--- src/rtl/shadow_pkg.sv ---
package shadow_pkg;
    parameter int STAT_W = 5;
    parameter int ACC_W  = 8;
    parameter int BANK_W = 4;

    typedef struct packed {
        logic [STAT_W-1:0] status;
        logic [ACC_W-1:0]  acc;
        logic [BANK_W-1:0] bank;
    } ctx_t;

    localparam int CTX_W = $bits(ctx_t);

    typedef enum logic [1:0] {
        CAP_NONE = 2'd0,
        CAP_LO   = 2'd1,
        CAP_HI   = 2'd2,
        CAP_CALL = 2'd3
    } cap_kind_e;

    function automatic cap_kind_e classify_cap(input logic vec, input logic hi,
                                               input logic call);
        if (vec)       return hi ? CAP_HI : CAP_LO;
        else if (call) return CAP_CALL;
        else           return CAP_NONE;
    endfunction
endpackage

--- src/rtl/shadow_slot.sv ---
module shadow_slot
    import shadow_pkg::*;
(
    input  logic clk,
    input  logic rst,
    input  logic cap_en,
    input  ctx_t cap_d,
    output ctx_t slot_q
);
    always_ff @(posedge clk) begin
        if (rst)         slot_q <= '0;
        else if (cap_en) slot_q <= cap_d;
    end

    assert_capture_loads_R2: assert property (@(posedge clk) disable iff (rst)
        cap_en |=> slot_q == $past(cap_d));

    assert_hold_R6: assert property (@(posedge clk) disable iff (rst)
        !cap_en |=> $stable(slot_q));
endmodule

--- src/rtl/nest_tracker.sv ---
module nest_tracker
    import shadow_pkg::*;
(
    input  logic      clk,
    input  logic      rst,
    input  cap_kind_e kind,
    input  logic      ret_any,
    output logic      overwrite_q
);
    logic lo_pend, hi_pend;
    logic lo_pend_n, hi_pend_n, flag_n;

    always_comb begin
        lo_pend_n = lo_pend;
        hi_pend_n = hi_pend;
        if (ret_any) begin
            if (hi_pend) hi_pend_n = 1'b0;
            else         lo_pend_n = 1'b0;
        end
        if (kind == CAP_LO) lo_pend_n = 1'b1;
        if (kind == CAP_HI) hi_pend_n = 1'b1;
        flag_n = (kind == CAP_HI) && lo_pend;
    end

    always_ff @(posedge clk) begin
        if (rst) begin
            lo_pend     <= 1'b0;
            hi_pend     <= 1'b0;
            overwrite_q <= 1'b0;
        end else begin
            lo_pend     <= lo_pend_n;
            hi_pend     <= hi_pend_n;
            overwrite_q <= flag_n;
        end
    end

    assert_flag_needs_hi_R9: assert property (@(posedge clk) disable iff (rst)
        overwrite_q |-> $past(kind == CAP_HI));

    assert_no_flag_idle_R10: assert property (@(posedge clk) disable iff (rst)
        (kind != CAP_HI) |=> !overwrite_q);
endmodule

--- src/rtl/restore_mux.sv ---
module restore_mux
    import shadow_pkg::*;
(
    input  logic fret,
    input  ctx_t slot_q,
    output ctx_t rest,
    output logic en
);
    always_comb begin
        en   = fret;
        rest = fret ? slot_q : '0;
    end

    always_comb begin
        assert_quiet_R4: assert (fret || rest == '0);
    end
endmodule

--- src/rtl/fastret_shadow.sv ---
module fastret_shadow
    import shadow_pkg::*;
(
    input  logic              clk,
    input  logic              rst,
    input  logic [STAT_W-1:0] live_status,
    input  logic [ACC_W-1:0]  live_acc,
    input  logic [BANK_W-1:0] live_bank,
    input  logic              vec_strobe,
    input  logic              vec_hi,
    input  logic              fcall_strobe,
    input  logic              fret_strobe,
    input  logic              pret_strobe,
    output logic [STAT_W-1:0] rest_status,
    output logic [ACC_W-1:0]  rest_acc,
    output logic [BANK_W-1:0] rest_bank,
    output logic              restore_en,
    output logic              overwrite_nested
);
    ctx_t      live_ctx, slot_q, rest_ctx;
    cap_kind_e kind;

    assign live_ctx = '{status: live_status, acc: live_acc, bank: live_bank};
    assign kind     = classify_cap(vec_strobe, vec_hi, fcall_strobe);

    shadow_slot u_slot (
        .clk    (clk),
        .rst    (rst),
        .cap_en (kind != CAP_NONE),
        .cap_d  (live_ctx),
        .slot_q (slot_q)
    );

    nest_tracker u_nest (
        .clk         (clk),
        .rst         (rst),
        .kind        (kind),
        .ret_any     (fret_strobe | pret_strobe),
        .overwrite_q (overwrite_nested)
    );

    restore_mux u_mux (
        .fret   (fret_strobe),
        .slot_q (slot_q),
        .rest   (rest_ctx),
        .en     (restore_en)
    );

    assign rest_status = rest_ctx.status;
    assign rest_acc    = rest_ctx.acc;
    assign rest_bank   = rest_ctx.bank;

    assert_reset_clear_R1: assert property (@(posedge clk)
        $past(rst) |-> (slot_q == '0) && !overwrite_nested);

    assert_fret_old_value_R7: assert property (@(posedge clk) disable iff (rst)
        (fret_strobe && kind != CAP_NONE) |=> slot_q == $past(live_ctx));

    assert_plain_ret_R5: assert property (@(posedge clk) disable iff (rst)
        (pret_strobe && !fret_strobe) |-> !restore_en);
endmodule

--- config.mk ---
export PLATFORM = sky130hd
export DESIGN_NAME = fastret_shadow
export DESIGN_NICKNAME = d
export VERILOG_FILES = /design/src/rtl/shadow_pkg.sv /design/src/rtl/shadow_slot.sv /design/src/rtl/nest_tracker.sv /design/src/rtl/restore_mux.sv /design/src/rtl/fastret_shadow.sv
export SDC_FILE = /design/constraint.sdc
export NUM_CORES = 1
export LEC_CHECK = 0
export BUFFER_PORTS_ARGS = -buffer_cell sky130_fd_sc_hd__buf_2
export CAP_MARGIN = 10
export CORE_MARGIN = 2
export CORE_UTILIZATION = 25
export CTS_CLUSTER_SIZE = 30
export DETAILED_ROUTE_END_ITERATION = 16
export GPL_TIMING_DRIVEN = 0
export SYNTH_ARGS = -nofsm -noshare
export SYNTH_HDL_FRONTEND = slang
export SYNTH_SLANG_ARGS = --single-unit
--- constraint.sdc ---
create_clock -name clk -period 1.8 [get_ports clk]
set_input_delay 0.09 -clock clk [delete_from_list [all_inputs] [get_ports clk]]
set_output_delay 0.09 -clock clk [all_outputs]
set_load 0.05 [all_outputs]
==> results.yml <==
timing:
  holdWs_ps: 87.4
  post-route-min-period_ps: 1130
  slew-limit-headroom_pct: 69.9
  setup_viol: 0
  tns_ps: 0
  rsz0062_at_grt: "no"
  hold_viol_final: 0
  fmax_mhz: 888
  fin_skew_ps: 0.165
  fin_crit_sh_pct: 62.6
  worst_pin_slew_ps: 452
  slew_viol_final: 0
power:
  seq_power_share_pct: 47.1
  intPower_uw: 732
  power.density_nw_per_um2: 808
  p_clk_share_pct: 33.9
  switching_share_pct: 27.9
  p_sw_uw: 283
  share_comb_of_total_power_pct: 19.0
  power.leakage_uw: 0.000546
  peakVddDrop_mv: 0.226
drt:
  wirelength_um: 2320
  avgRoutedWirePerCell_um: 11.6
  drt-pass1-iter-count: 4
  drtAntennaViolNets: 0
  routed-via-count: 879
  drc_errors: 0
  drt_iter0_drc: 44
  viasPerCell: 4.42
grt:
  grt_pass1_wl_um: 3790
  antenna_found_initial: 0
  grt_max_degree: 12
  globalRoute.totalOverflow: 0
  grt_pass1_vias: 822
  grt.total_usage_pct: 11.7
floorplanning:
  design.core.area_um2: 3630
  die_area_um2: 4250
  boundaryPins: 43
  dieWidth_um: 65.2
  start_util_pct: 25.8
  row_count: 22
  die_height_um: 65.2
worst_setup_path:
  worstPathCellList: "buf_2 -> clkbuf_1 -> and2_1 -> buf_2"
  start_kind: "input port"
  max_stage_delay_ps: 320
  cpMostUsedCell: "buf_2"
  reg2reg_slack_ps: 780
  required_ps: 1710
  crit_family: "buffers and inverters"
  arrival_ps: 1040
  cp-end-kind: "output port"
  slowest_stage: "clkbuf_1"
  cp_num_buf_inv: 3
  cp_max_fo: 11
  r2r_end: "u_nest.lo_pend"
  worstReg2RegStart: "u_nest.lo_pend"
  reg2regPathDepth: 2
  crit_type: "in -> out"
placement:
  io_buffer_count: 41
  place_hpwl_um: 1710
  placedInstanceArea_um2: 1200
  dp_cells: 195
  place.gp.congestion: 0.712
cells_and_area:
  fin_util_pct: 34.6
  final_nets: 176
  drive_gt1_share_pct: 37.7
  areaGrowthSynthToFinish_pct: 34.2
  layout_common_cells: "41 x buf_2, 20 x dfxtp_1, 18 x a21oi_1"
  final_area_um2: 1260
  final_common_cell: "buf_2"
  stdcell_count: 199
  antenna_cells: 0
synthesis:
  ys_seq_area_share_pct: 42.8
  syn_area_um2: 936
  synth-seq-cells: 20
  synth.net_count: 130
  synth_top_area_share_pct: 42.8
  yosysTopAreaCell: "dfxtp_1"
  yosys_warnings: 0
  synth.distinct_cells: 14
  synth_area_leaders: "dfxtp_1 43%, or3b_1 12%, and2_1 11%"
  synth_area_per_cell_um2: 8.83
  syn_inst: 106
worst_hold_path:
  min_path_type: "in -> reg"
  hold-path-cell-count: 3
  hold_end: "u_slot.slot_q[16]"
  worstHoldStart: "live_status[4]"
cts:
  tritoncts: "done"
  numClockSinks: 20
  numCtsBuffers: 3
  clockBufferDepth: 2
  htreeDepth: 1
  ctsResizeCount: 0
  cts_root_buf: "clkbuf_8"
  clk_pin_slew_ps: 70
  worstSkewPairLatency_ps: 260
  cts_setup_buffers: 0
  hold_buffers: 0
run_status:
  status: "completed"
job:
  maxCapViolCount: 0
-- flip-flops by register name, indices dropped and copies added, names as in the netlist --
register            cells
u_slot.slot_q          17
u_nest.hi_pend          1
u_nest.lo_pend          1
u_nest.overwrite_q      1
-- cells in the mapped netlist --
master,instances
clkbuf_1,4
a21oi_1,18
nor3b_1,1
or3b_1,13
a31oi_1,1
and2_1,17
buf_4,1
nand2_1,2
nand2b_1,1
o21ai_0,17
or3b_2,6
clkbuf_2,3
dfxtp_1,20
buf_6,2
-- power groups by stage --
stage | logic, uW | clock network [uW] | registers, uW
3_5_place_dp | 195 | 0 | 489
4_1_cts | 195 | 354 | 478
6_report | 193 | 343 | 478
3_3_place_gp | 195 | 0 | 488
2_1_floorplan | 132 | 0 | 486
5_1_grt | 212 | 375 | 482
-- layer usage --
metal,GRT usage (%),vias to the layer above,share of wire [%]
met3,2.05,5,5.8
met5,0,-,0
met2,20.0,28,46
li1,-,458,-
met1,14.7,388,47
met4,3.91,0,1.2
-- cells by family after synthesis --
kind of cell,Yosys count,share of synthesized area [%]
AOI/OAI and AO/OA,36,19.4
buffers and inverters,10,6.42
DFF,20,42.8
and+or+nand+nor,40,31.4
-- worst min-delay path: stages --
cell and delay (ps):
buf_2 90, o21ai_0 60, a21oi_1 60
-- area by class of cell --
class	count	area, um^2
Timing Repair Buffer	41	205
Multi-Input combinational cell	76	475
Tap cell	48	60.1
Fill cell	408	2380
Sequential cell	20	400
Buffer	10	60.1
Clock buffer	4	55.1
-- how the worst max path moves through the flow --
| stage | slack [ps] | start | cells after the start | endpoint |
|---|---|---|---|---|
| final | 670 | fret_strobe | 4 | rest_status[1] |
| after global routing | 540 | fret_strobe | 4 | rest_bank[1] |
| after CTS | 660 | fret_strobe | 4 | rest_status[1] |
| after detailed placement | 660 | fret_strobe | 4 | rest_status[1] |
| after global placement | 650 | fret_strobe | 4 | rest_status[2] |
| after floorplan | 850 | u_nest.lo_pend | 2 | u_nest.lo_pend |
-- metrics by stage --
| step | setup slack (ps) | power, uW |
|---|---|---|
| floorplan | 846 | 618 |
| global placement | 647 | 683 |
| detailed placement | 658 | 683 |
| CTS | 658 | 1030 |
| global route | 543 | 1070 |
| finish | 674 | 1010 |
Note: power is estimated with default switching activity, not from simulation.
